## config.mk

```make
export PLATFORM = sky130hd
export DESIGN_NAME = hmac_phase_seq
export DESIGN_NICKNAME = d
export VERILOG_FILES = /design/src/rtl/hmac_seq_pkg.sv /design/src/rtl/hmac_pad_xor.sv /design/src/rtl/hmac_phase_map.sv /design/src/rtl/hmac_phase_seq.sv
export SDC_FILE = /design/constraint.sdc
export NUM_CORES = 1
export LEC_CHECK = 0
export BUFFER_PORTS_ARGS = -buffer_cell sky130_fd_sc_hd__buf_2
export CAP_MARGIN = 15
export CORE_ASPECT_RATIO = 1.2
export CORE_MARGIN = 5
export CORE_UTILIZATION = 51
export DETAILED_ROUTE_END_ITERATION = 10
export PLACE_DENSITY = 0.9
export SLEW_MARGIN = 30
export SYNTH_ARGS = -nofsm -noshare
export SYNTH_HDL_FRONTEND = slang
export SYNTH_SLANG_ARGS = --single-unit
```

## constraint.sdc

```tcl
create_clock -name clk -period 2.8 [get_ports clk]
set_input_delay 0.56 -clock clk [delete_from_list [all_inputs] [get_ports clk]]
set_output_delay 0.56 -clock clk [all_outputs]
set_load 0.02 [all_outputs]
```

## src/rtl/hmac_seq_pkg.sv

```systemverilog
package hmac_seq_pkg;

    typedef enum logic [2:0] {
        S_IDLE,
        S_KEY,
        S_KHASH,
        S_KDIG,
        S_ZFILL,
        S_MSG,
        S_RUN,
        S_DONE
    } seq_state_t;

    localparam logic [1:0] PH_SETUP = 2'd0;
    localparam logic [1:0] PH_INNER = 2'd1;
    localparam logic [1:0] PH_MSG   = 2'd2;
    localparam logic [1:0] PH_OUTER = 2'd3;

    localparam logic [7:0] PAD_IN_BYTE  = 8'h36;
    localparam logic [7:0] PAD_OUT_BYTE = 8'h5C;

    function automatic logic [7:0] pad_byte(input logic outer);
        return outer ? PAD_OUT_BYTE : PAD_IN_BYTE;
    endfunction

endpackage

```

## src/rtl/hmac_pad_xor.sv

```systemverilog
module hmac_pad_xor
    import hmac_seq_pkg::*;
#(
    parameter int WORD_W = 32
) (
    input  logic              outer,
    input  logic [WORD_W-1:0] word_in,
    output logic [WORD_W-1:0] word_mixed,
    output logic [WORD_W-1:0] pad_word
);
    localparam int NBYTES = WORD_W / 8;

    logic [7:0] pb;
    assign pb = pad_byte(outer);

    for (genvar b = 0; b < NBYTES; b++) begin : g_byte
        assign pad_word[b*8 +: 8]   = pb;
        assign word_mixed[b*8 +: 8] = word_in[b*8 +: 8] ^ pb;
    end
endmodule

```

## src/rtl/hmac_phase_map.sv

```systemverilog
module hmac_phase_map
    import hmac_seq_pkg::*;
(
    input  seq_state_t state,
    input  logic       outer,
    output logic [1:0] phase,
    output logic       ready
);
    always_comb begin
        unique case (state)
            S_IDLE:                        phase = PH_SETUP;
            S_KEY, S_KHASH, S_KDIG, S_ZFILL: phase = outer ? PH_OUTER : PH_INNER;
            S_MSG:                         phase = PH_MSG;
            default:                       phase = outer ? PH_OUTER : PH_MSG;
        endcase
        ready = (state == S_IDLE) || (state == S_KEY) || (state == S_MSG);
    end
endmodule

```

## src/rtl/hmac_phase_seq.sv

```systemverilog
module hmac_phase_seq
    import hmac_seq_pkg::*;
#(
    parameter int WORD_W    = 32,
    parameter int BLK_WORDS = 16,
    parameter int DIG_WORDS = 5
) (
    input  logic              clk,
    input  logic              rst,
    input  logic              init,
    input  logic              mode_hmac,
    input  logic              key_long,
    input  logic              din_valid,
    input  logic [WORD_W-1:0] din_data,
    input  logic              fin,
    input  logic              core_done,
    input  logic              dg_valid,
    input  logic [WORD_W-1:0] dg_data,
    output logic [1:0]        phase,
    output logic              ready,
    output logic              kx_valid,
    output logic [WORD_W-1:0] kx_data,
    output logic              core_fin,
    output logic              digest_valid
);
    localparam int CNT_W = $clog2(BLK_WORDS + 1);
    localparam logic [CNT_W-1:0] BLK_C     = CNT_W'(BLK_WORDS);
    localparam logic [CNT_W-1:0] BLK_LAST  = CNT_W'(BLK_WORDS - 1);
    localparam logic [CNT_W-1:0] DIG_LAST  = CNT_W'(DIG_WORDS - 1);

    seq_state_t       state;
    logic             hmac_q, long_q, outer_q;
    logic [CNT_W-1:0] cnt, cnt_n;
    logic             take;
    logic [WORD_W-1:0] mix_src, mixed, pad_w;

    assign mix_src = (state == S_KDIG) ? dg_data : din_data;

    hmac_pad_xor #(.WORD_W(WORD_W)) u_pad (
        .outer      (outer_q),
        .word_in    (mix_src),
        .word_mixed (mixed),
        .pad_word   (pad_w)
    );

    hmac_phase_map u_map (
        .state (state),
        .outer (outer_q),
        .phase (phase),
        .ready (ready)
    );

    always_comb begin
        take  = din_valid && (long_q || (cnt < BLK_C));
        cnt_n = cnt + CNT_W'(take && !long_q);
    end

    assign digest_valid = (state == S_DONE);

    always_ff @(posedge clk) begin
        if (rst) begin
            state    <= S_IDLE;
            hmac_q   <= 1'b0;
            long_q   <= 1'b0;
            outer_q  <= 1'b0;
            cnt      <= '0;
            kx_valid <= 1'b0;
            kx_data  <= '0;
            core_fin <= 1'b0;
        end else begin
            kx_valid <= 1'b0;
            core_fin <= 1'b0;
            if (init) begin
                state   <= mode_hmac ? S_KEY : S_MSG;
                hmac_q  <= mode_hmac;
                long_q  <= mode_hmac & key_long;
                outer_q <= 1'b0;
                cnt     <= '0;
            end else begin
                unique case (state)
                    S_KEY: begin
                        if (take) begin
                            kx_valid <= 1'b1;
                            kx_data  <= long_q ? din_data : mixed;
                        end
                        cnt <= cnt_n;
                        if (fin) begin
                            if (long_q) begin
                                core_fin <= 1'b1;
                                state    <= S_KHASH;
                            end else if (cnt_n == BLK_C) begin
                                if (outer_q) begin
                                    core_fin <= 1'b1;
                                    state    <= S_RUN;
                                end else begin
                                    state <= S_MSG;
                                end
                            end else begin
                                state <= S_ZFILL;
                            end
                        end
                    end
                    S_KHASH: begin
                        if (core_done) begin
                            cnt   <= '0;
                            state <= S_KDIG;
                        end
                    end
                    S_KDIG: begin
                        if (dg_valid) begin
                            kx_valid <= 1'b1;
                            kx_data  <= mixed;
                            cnt      <= cnt + 1'b1;
                            if (cnt == DIG_LAST) state <= S_ZFILL;
                        end
                    end
                    S_ZFILL: begin
                        kx_valid <= 1'b1;
                        kx_data  <= pad_w;
                        cnt      <= cnt + 1'b1;
                        if (cnt == BLK_LAST) begin
                            if (outer_q) begin
                                core_fin <= 1'b1;
                                state    <= S_RUN;
                            end else begin
                                state <= S_MSG;
                            end
                        end
                    end
                    S_MSG: begin
                        if (fin) begin
                            core_fin <= 1'b1;
                            state    <= S_RUN;
                        end
                    end
                    S_RUN: begin
                        if (core_done) begin
                            if (hmac_q && !outer_q) begin
                                outer_q <= 1'b1;
                                cnt     <= '0;
                                state   <= S_KEY;
                            end else begin
                                state <= S_DONE;
                            end
                        end
                    end
                    default: ;
                endcase
            end
        end
    end

    // a transformed word only ever leaves during a key phase
    a_r3_kx_in_key_phase: assert property (@(posedge clk) disable iff (rst)
        kx_valid |-> ($past(phase) == PH_INNER || $past(phase) == PH_OUTER));

    // finalize request is a single-cycle pulse
    a_r6_fin_single: assert property (@(posedge clk) disable iff (rst)
        core_fin |=> !core_fin);

    // the result flag only rises after the core reports completion
    a_r8_done_after_core: assert property (@(posedge clk) disable iff (rst)
        $rose(digest_valid) |-> $past(core_done));

    // no host input is taken once the result is flagged
    a_r8_done_not_ready: assert property (@(posedge clk) disable iff (rst)
        digest_valid |-> !ready);

    // the outer key phase is entered only from the message round
    a_r7_outer_from_msg: assert property (@(posedge clk) disable iff (rst)
        (phase == PH_OUTER && $past(phase) != PH_OUTER) |-> $past(phase) == PH_MSG);

    // no key block grows past its size
    a_r4_cnt_bound: assert property (@(posedge clk) disable iff (rst)
        $past(cnt) == BLK_C |-> !kx_valid || $past(long_q) || $past(state) == S_KEY && $past(long_q));

endmodule

```

==> results.json, run 1 <==
{
  "clk_pin_slew_ns": 0.08,
  "clk_latency_ns": 0.30,
  "nFillCells": 546,
  "layout_commonest_cell": "buf_2",
  "start_kind": "register",
  "slew_violations": 0,
  "post_cts_buffers": 0,
  "core_sq_mm": 0.00609,
  "reg2reg_from": "state[2]",
  "via_count": 3616,
  "tightest_slew_ns": 0.706,
  "clock-sinks": 45,
  "leakage_nw": 1.69,
  "synth_cell_types": 53,
  "power_frac_clock_pct": 25.7,
  "synth.cell_area_sq_mm": 0.00320,
  "grt.total_usage_pct": 24.8,
  "timing.final.crit_share_pct": 83.3,
  "arrival_ns": 2.54,
  "maxCapViolCount": 0,
  "area_growth_pct": 21.3,
  "r2r_setup_slack_ns": 0.47,
  "syn_area_per_cell_sq_um": 7.83,
  "layout-drive-gt1-share_pct": 28.8,
  "placed_area_sq_mm": 0.00379,
  "portBuffers": 110,
  "cts_buffers": 5,
  "power_switching_share_pct": 33.6,
  "final_cell_mix": "buf_2 (110), nor2_1 (58), dfxtp_1 (45)",
  "dr.pass1.iters": 6,
  "p_int_mw": 1.08,
  "drc": 0,
  "die_area_sq_mm": 0.00797,
  "skew_ns": 0.00700,
  "path_max_fanout": 23,
  "crit_start": "state[2]",
  "root_buffer": "clkbuf_8",
  "cts_tree": "yes",
  "finalHoldViolations": 0,
  "timing.hold.ws_ns": 0.494,
  "fmaxAchievable_mhz": 429,
  "grt_pass1_wl_microns": 16100,
  "synth_nets": 487,
  "power.total_mw": 1.63,
  "cp-end-kind": "register",
  "setup_viol": 0,
  "maxSlewHeadroom_pct": 52.9,
  "yosys_warnings": 0,
  "ant_nets": 0,
  "power_frac_seq_pct": 44.1,
  "cts_hold_buf": 0,
  "status": "completed",
  "dieWidth_microns": 82.3,
  "seq_area_frac_synth_pct": 28.1,
  "die_h_microns": 96.8,
  "ctsHtreeMaxLevel": 2,
  "rsz0062_at_grt": "false",
  "crit_type": "reg2reg",
  "async_reset_ff_share_pct": 0,
  "post_cts_resized": 0,
  "post-route-cell-area_sq_mm": 0.00388,
  "synth-seq-cells": 45,
  "synth_flop_cell": "dfxtp_1",
  "switchingPower_uw": 547,
  "ir_drop_mv": 0.200,
  "final.min_clock_period_ns": 2.33,
  "row_count": 31,
  "start_util_pct": 52.6,
  "overflow": 0,
  "grt_max_degree": 38,
  "cellPowerDensity_mw_per_mm2": 419,
  "layout.nets": 581,
  "clockBufferDepth": 2,
  "synth_edf_count": 0,
  "vias_per_cell": 6.18,
  "antenna_cells": 0,
  "worst_r2r_path_depth": 6,
  "fin_util_pct": 63.8,
  "antenna_found_initial": 0,
  "gp_congestion": 0.898,
  "dp_hpwl_microns": 7240,
  "cp-endpoint": "kx_data[13]",
  "io_pins": 111,
  "timing.rr.end": "kx_data[13]",
  "grt_pass1_vias": 3540,
  "hold_path.class": "reg2reg",
  "netlist_instances": 409,
  "fin_tns_setup_ns": 0,
  "combPwrFrac_pct": 30.3,
  "dr.first_iter.drc_count": 235,
  "routed_wl_microns": 9870,
  "required_ns": 3.01,
  "wl_per_cell_microns": 16.9
}
[worst max-delay path: stages (launching register included)]
cell	delay (ns)
dfxtp_1	0.64
nor3b_2	0.44
a21oi_1	0.15
a21oi_4	0.44
buf_12	0.24
nor2_1	0.06
a311oi_1	0.26
[kinds of logic (layout without fill, tap and decap cells)]
| family | after synthesis | count (layout) | synth area share (%) |
|---|---|---|---|
| fa+ha+maj | 5 | 5 | 1.95 |
| flops | 45 | 45 | 28.1 |
| mux | 23 | 23 | 7.19 |
| xor+xnor | 19 | 19 | 5.20 |
| compound gates | 140 | 140 | 32.6 |
| buf+inv | 54 | 148 | 7.42 |
| simple gates | 123 | 123 | 17.5 |
[registers in the layout (all words and copies together) (netlist names)]
register,count
core_fin,1
long_q,1
state,3
kx_data,32
kx_valid,1
cnt,5
outer_q,1
hmac_q,1
[per-stage QoR]
step           setup WS, ns  instances
6_report              0.468        585
5_1_grt               0.267        585
4_1_cts               0.490        585
3_5_place_dp          0.511        578
3_3_place_gp          0.567        578
2_1_floorplan         0.773        409
[per-layer routing]
| metal | global-route usage, % | share of wire [%] |
|---|---|---|
| met1 | 28.8 | 37 |
| met2 | 43.1 | 51 |
| met3 | 4.18 | 8.8 |
| met4 | 10.5 | 3.1 |
| met5 | 0 | 0 |
[power by group through the flow]
stage	clock network, mW	logic (mW)	registers [mW]
2_1_floorplan	0	0.289	0.760
3_3_place_gp	0	0.471	0.729
3_5_place_dp	0	0.487	0.730
4_1_cts	0.423	0.489	0.716
5_1_grt	0.447	0.543	0.721
6_report	0.417	0.492	0.717
[worst min-delay path by stage]
stage,from,end,slack [ns],cells after the start
global route,kx_data[30],kx_data[30],0.52,2
global placement,kx_data[12],kx_data[12],0.47,2
floorplan,hmac_q,hmac_q,0.50,2
detailed placement,kx_data[10],kx_data[10],0.48,2
CTS,kx_data[10],kx_data[10],0.50,2
finish,kx_data[10],kx_data[10],0.49,2
[cells in the mapped netlist, drive strengths merged, types with 2 or more instances]
master | number | area share [%]
a31o | 2 | 0.55
nor2 | 59 | 7.0
a311oi | 17 | 4.7
a21boi | 2 | 0.47
nand4 | 4 | 0.78
nand2 | 26 | 3.0
a32o | 8 | 2.5
o21ai | 25 | 3.9
dfxtp | 45 | 28
nand2b | 6 | 1.2
a22o | 9 | 2.5
a21oi | 29 | 4.7
a221oi | 4 | 1.6
o22ai | 17 | 4.7
or2 | 2 | 0.39
and3 | 2 | 0.39
inv | 20 | 2.3
a211oi | 8 | 2.0
mux2i | 23 | 7.2
ha | 5 | 2.0
nand3b | 4 | 0.94
clkbuf | 11 | 1.3
a22oi | 8 | 1.9
o32ai | 3 | 0.82
xor2 | 16 | 4.4
buf | 23 | 3.8
nor3 | 3 | 0.47
nor2b | 4 | 0.78
nand3 | 8 | 1.3
xnor2 | 3 | 0.82
[layout make-up]
class | count | area, sq um | area share [%]
Multi-Input combinational cell | 310 | 2070 | 53.3
Sequential cell | 45 | 901 | 23.2
Timing Repair Buffer | 121 | 646 | 16.6
Tap cell | 82 | 103 | 2.64
Clock buffer | 6 | 82.6 | 2.13
Inverter | 20 | 75.1 | 1.93
Clock inverter | 1 | 7.51 | 0.193
Power figures use the tool's default switching activity.
==> inputs of run 2 (changes only) <==
Settings changed: ABC_AREA set to 1, CORE_UTILIZATION 51 to 46, PLACE_DENSITY 0.9 to 0.86.
Clock period 2.8 ns to 2.04 ns, I/O delays scaled along.
==> results.json, run 2 <==
{
  "status": "complete, but fails checks",
  "violations": "design-rule violations",
  "arrival_ns": 1.55,
  "cp-end-kind": "output pin",
  "vias_per_cell": 5.41,
  "core_sq_mm": 0.00719,
  "ant_nets": 0,
  "clk_pin_slew_ns": 0.09,
  "async_reset_ff_share_pct": 0,
  "clockBufferDepth": 2,
  "synth_flop_cell": "dfxtp_1",
  "seq_area_frac_synth_pct": 26.9,
  "wl_per_cell_microns": 14.0,
  "synth_edf_count": 0,
  "reg_top3": "kx_data: 32 flops, cnt: 5 flops, state: 3 flops",
  "cellPowerDensity_mw_per_mm2": 616,
  "syn_area_per_cell_sq_um": 5.84,
  "clk_latency_ns": 0.30,
  "path_max_fanout": 20,
  "grt.total_usage_pct": 23.6,
  "cp_cell_sequence": "inv_1 -> buf_4 -> nand3_1 -> o2111ai_1 -> buf_4",
  "routed_wl_microns": 10800,
  "skew_ns": 0.00412,
  "leakage_nw": 2.23,
  "post-synth-top-count-cell": "nand2_1",
  "setup_viol": 0,
  "yosys-top-cells-area": "dfxtp_1 (27%), nand2_1 (16%), nor2_1 (13%)",
  "dieWidth_microns": 87.9,
  "synth_nets": 652,
  "switchingPower_uw": 988,
  "ir_drop_mv": 0.445,
  "cpMostUsedCell": "buf_4",
  "cts_hold_buf": 0,
  "synth_cell_types": 28,
  "io_pins": 111,
  "portBuffers": 110,
  "synth.cell_area_sq_mm": 0.00335,
  "dp_hpwl_microns": 7960,
  "finalHoldViolations": 0,
  "overflow": 0,
  "power_frac_seq_pct": 40.6,
  "crit_type": "reg2out",
  "timing.final.crit_share_pct": 95.8,
  "grt_pass1_vias": 4060,
  "synth-seq-cells": 45,
  "area_growth_pct": 23.6,
  "ctsHtreeMaxLevel": 2,
  "layout-drive-gt1-share_pct": 24.5,
  "cp_slowest_cell": "dfxtp_2",
  "regMostFlops": "kx_data",
  "start_kind": "register",
  "drc": 1,
  "layout_commonest_cell": "nand2_1",
  "row_count": 34,
  "dr.first_iter.drc_count": 261,
  "gp_congestion": 0.964,
  "maxSlewHeadroom_pct": 75.0,
  "layout.nets": 758,
  "required_ns": 1.63,
  "fin_util_pct": 57.7,
  "via_count": 4173,
  "combPwrFrac_pct": 36.8,
  "antenna_cells": 0,
  "grt_pass1_wl_microns": 17800,
  "yosys_warnings": 0,
  "placed_area_sq_mm": 0.00401,
  "root_buffer": "clkbuf_8",
  "netlist_instances": 574,
  "final.min_clock_period_ns": 1.95,
  "final_cell_mix": "nand2_1 (144), nor2_1 (111), buf_2 (109)",
  "antenna_found_initial": 0,
  "power_switching_share_pct": 38.7,
  "power_frac_clock_pct": 22.6,
  "clock-sinks": 45,
  "synth_area_leader_cell": "dfxtp_1",
  "max_stage_delay_ns": 0.37,
  "dr.pass1.iters": 8,
  "cts_tree": "yes",
  "p_int_mw": 1.57,
  "tightest_slew_ns": 0.375,
  "die_h_microns": 104,
  "synth_top_area_share_pct": 26.9,
  "start_util_pct": 46.6,
  "fin_tns_setup_ns": 0,
  "netlist_top_cells_count": "nand2_1 (145), nor2_1 (113), nand3_1 (69), dfxtp_1 (45), inv_1 (39)",
  "die_area_sq_mm": 0.00910,
  "grt_max_degree": 32,
  "maxCapViolCount": 0,
  "power.total_mw": 2.56,
  "cts_buffers": 5,
  "post-route-cell-area_sq_mm": 0.00415,
  "largest_reg_flops": 32,
  "hold_path.class": "in2reg",
  "slew_violations": 0,
  "fmaxAchievable_mhz": 512
}
run 2: cell types whose count changed in the layout (fill, tap and decap cells not counted), moves of 15 or more:
cell | previous run | this run
nand3_1 | 8 | 68
inv_1 | 19 | 39
nand4_1 | 4 | 19
mux2i_1 | 23 | 0
a311oi_1 | 17 | 0
nor2_1 | 58 | 111
nand2_1 | 26 | 144
run 2: per-stage QoR:
step / hold slack (ns) / setup WS [ns] / cells
after floorplan: 0.457 / 0.0677 / 574
after global placement: 0.451 / 0.145 / 762
after detailed placement: 0.458 / 0.0879 / 762
after CTS: 0.378 / 0.0250 / 770
after global routing: 0.373 / -0.0127 / 771
final: 0.379 / 0.0865 / 771
run 2: area by class of cell:
class                   instances  area, sq um
fillers                       696         3040
multi-input cells             451         2120
flip-flops and latches         45          913
repair buffers                133          738
inverters                      44          170
well taps                      90          113
clock buffers                   5         68.8
clock inverters                 3         21.3
run 2: worst paths after layout:
check | cells past startpoint | end | slack (ns) | from
worst max-delay path | 5 | phase[0] | 0.09 | state[2]
worst min-delay path | 2 | state[1] | 0.38 | rst
worst max register to register | 12 | core_fin | 0.15 | cnt[4]
worst min register to register | 2 | kx_data[28] | 0.48 | kx_data[28]
run 2: cells by family (layout without fill, tap and decap cells):
group,Yosys count,in the layout,synth area share [%]
DFF,45,45,26.9
buffers and inverters,78,185,10.5
and+or+nand+nor,357,357,45.3
adders and majority gates,5,5,1.87
xor gates and xnor gates,7,7,1.83
AOI/OAI and AO/OA,82,82,13.6
run 2: timing repair:
action | 4_1_cts | 5_1_grt
buffers inserted | 0 | 1
pin swaps | 0 | 0
endpoints found under the setup margin | 1 | 6
resized for setup | 4 | 14
run 2: metal layers:
layer  vias up  wire length [microns]  GRT usage [%]
met3        27                    871           3.57
li1       2080                      -              -
met4         0                    315           9.65
met2       199                   5310           40.2
met5         -                      0              0
met1      1867                   4320           29.1
run 2: power groups by stage:
stage | Clock, mW | Sequential (mW) | Combinational, mW
2_1_floorplan | 0 | 1.13 | 0.555
3_3_place_gp | 0 | 1.05 | 0.896
3_5_place_dp | 0 | 1.05 | 0.918
4_1_cts | 0.587 | 1.03 | 0.924
5_1_grt | 0.632 | 1.05 | 1.05
6_report | 0.577 | 1.04 | 0.942
run 2: worst max-delay path, delay by kind of cell, from the launching register on:
family | cells | cell delay [ns]
buffers and inverters | 3 | 0.53
DFF | 1 | 0.37
AOI/OAI and AO/OA | 1 | 0.18
and+or+nand+nor | 1 | 0.17
==> inputs of run 3 (changes only) <==
==> constraint.sdc (replaced) <==
create_clock -name clk -period 2.04 [get_ports clk]
set_input_delay 0.204 -clock clk [delete_from_list [all_inputs] [get_ports clk]]
set_output_delay 0.204 -clock clk [all_outputs]
set_load 0.02 [all_outputs]
==> results.json, run 3 (same netlist as run 2, synthesis figures left out) <==
{
  "dp.cells": 761,
  "clockBufferDepth": 2,
  "regMostFlops": "kx_data",
  "vias_per_cell": 5.43,
  "dp_slack_ns": 0.0495,
  "ant_nets": 0,
  "status": "completed",
  "core_sq_mm": 0.00719,
  "area_growth_pct": 24.0,
  "start_kind": "register",
  "cp_slowest_cell": "dfxtp_2",
  "portBuffers": 110,
  "timing.final.crit_share_pct": 94.7,
  "fmaxAchievable_mhz": 518,
  "arrival_ns": 1.73,
  "setup_viol": 0,
  "skew_ns": 0.0115,
  "antenna_cells": 0,
  "ir_drop_mv": 0.429,
  "gp_congestion": 0.914,
  "start_util_pct": 46.6,
  "maxSlewHeadroom_pct": 72.2,
  "tightest_slew_ns": 0.416,
  "finalHoldViolations": 0,
  "largest_reg_flops": 32,
  "clk_latency_ns": 0.30,
  "cp_cell_sequence": "inv_1 -> nand3_1 -> buf_8 -> nand2_1 -> clkinv_4 -> o2111ai_1 -> buf_2",
  "dr.pass1.iters": 5,
  "dp_hpwl_microns": 7920,
  "row_count": 34,
  "hold_path.class": "in2reg",
  "layout-drive-gt1-share_pct": 24.0,
  "grt_pass1_wl_microns": 17900,
  "cellPowerDensity_mw_per_mm2": 640,
  "leakage_nw": 2.24,
  "routed_wl_microns": 10900,
  "grt_pass1_vias": 4042,
  "reg_top3": "kx_data: 32 flops, cnt: 5 flops, state: 3 flops",
  "crit_type": "reg2out",
  "grt.total_usage_pct": 23.7,
  "dr.first_iter.drc_count": 332,
  "die_h_microns": 104,
  "max_stage_delay_ns": 0.36,
  "dieWidth_microns": 87.9,
  "path_max_fanout": 22,
  "clock-sinks": 45,
  "io_pins": 111,
  "fin_util_pct": 57.8,
  "root_buffer": "clkbuf_8",
  "layout.nets": 757,
  "via_count": 4178,
  "finalWorstSetupSlack_ns": 0.108,
  "r2r_setup_slack_ns": 0.15,
  "wl_per_cell_microns": 14.2,
  "final_cell_mix": "nand2_1 (145), nor2_1 (112), buf_2 (110)",
  "cp-end-kind": "output pin",
  "antenna_found_initial": 0,
  "clk_pin_slew_ns": 0.09,
  "layout_commonest_cell": "nand2_1",
  "cts_buffers": 5,
  "required_ns": 1.84,
  "die_area_sq_mm": 0.00910,
  "slew_violations": 0,
  "overflow": 0,
  "grt_max_degree": 33,
  "cts_tree": "yes",
  "finalNonFillerCells": 769,
  "final.min_clock_period_ns": 1.93,
  "drc": 0,
  "ctsHtreeMaxLevel": 2,
  "maxCapViolCount": 0
}
run 3: changes by cell type in the layout (fill, tap and decap cells not counted), sizes merged:
cell,change
clkinvlp,-1
bufinv,+1
buf,-1
inv,-1
run 3: area by class of cell:
class	count	area (sq um)
clock buffer	5	68.8
inverter	44	170
fill	717	3030
timing repair buffer	132	748
multi-input combinational	451	2120
sequential	45	908
clock inverter	2	35.0
tap	90	113
run 3: critical path: cells and delay by family (launching register included):
kind | cells | cell delay [ns]
AOI/OAI and AO/OA | 1 | 0.12
DFF | 1 | 0.36
and+or+nand+nor | 2 | 0.29
buffers and inverters | 4 | 0.65
run 3: final timing paths:
path,startpoint,endpoint,cells past startpoint
max,state[2],phase[0],7
min reg2reg,kx_data[28],kx_data[28],2
min,key_long,long_q,3
max reg2reg,cnt[4],state[1],12
run 3: report_power, final:
part	internal, mW	leakage, nW	switching, mW	total (mW)
clock network	0.357	0.0540	0.320	0.676
logic	0.356	1.82	0.596	0.952
registers	0.972	0.371	0.0600	1.03
total	1.68	2.24	0.975	2.66
run 3: routing by layer:
metal,track usage [%],vias up,wire (microns)
li1,-,2076,-
met2,41.6,178,5430
met1,29.0,1903,4300
met4,7.57,0,259
met3,3.49,21,915
met5,0,-,0
run 3: what timing repair did:
action                     CTS  global route
hold buffers                 0             0
pin swaps                    0             2
resized for setup            2            13
setup endpoints to repair    1             6
setup buffers                0             1
run 3: per-stage QoR:
step	setup TNS, ns	area [sq um]	power, mW	hold WS (ns)
after global placement	0	4010	1.95	0.451
after floorplan	0	3350	1.68	0.346
after detailed placement	0	4010	1.98	0.459
after CTS	0	4120	2.65	0.153
final	0	4160	2.66	0.155
after global routing	-0.0120	4160	2.82	0.163
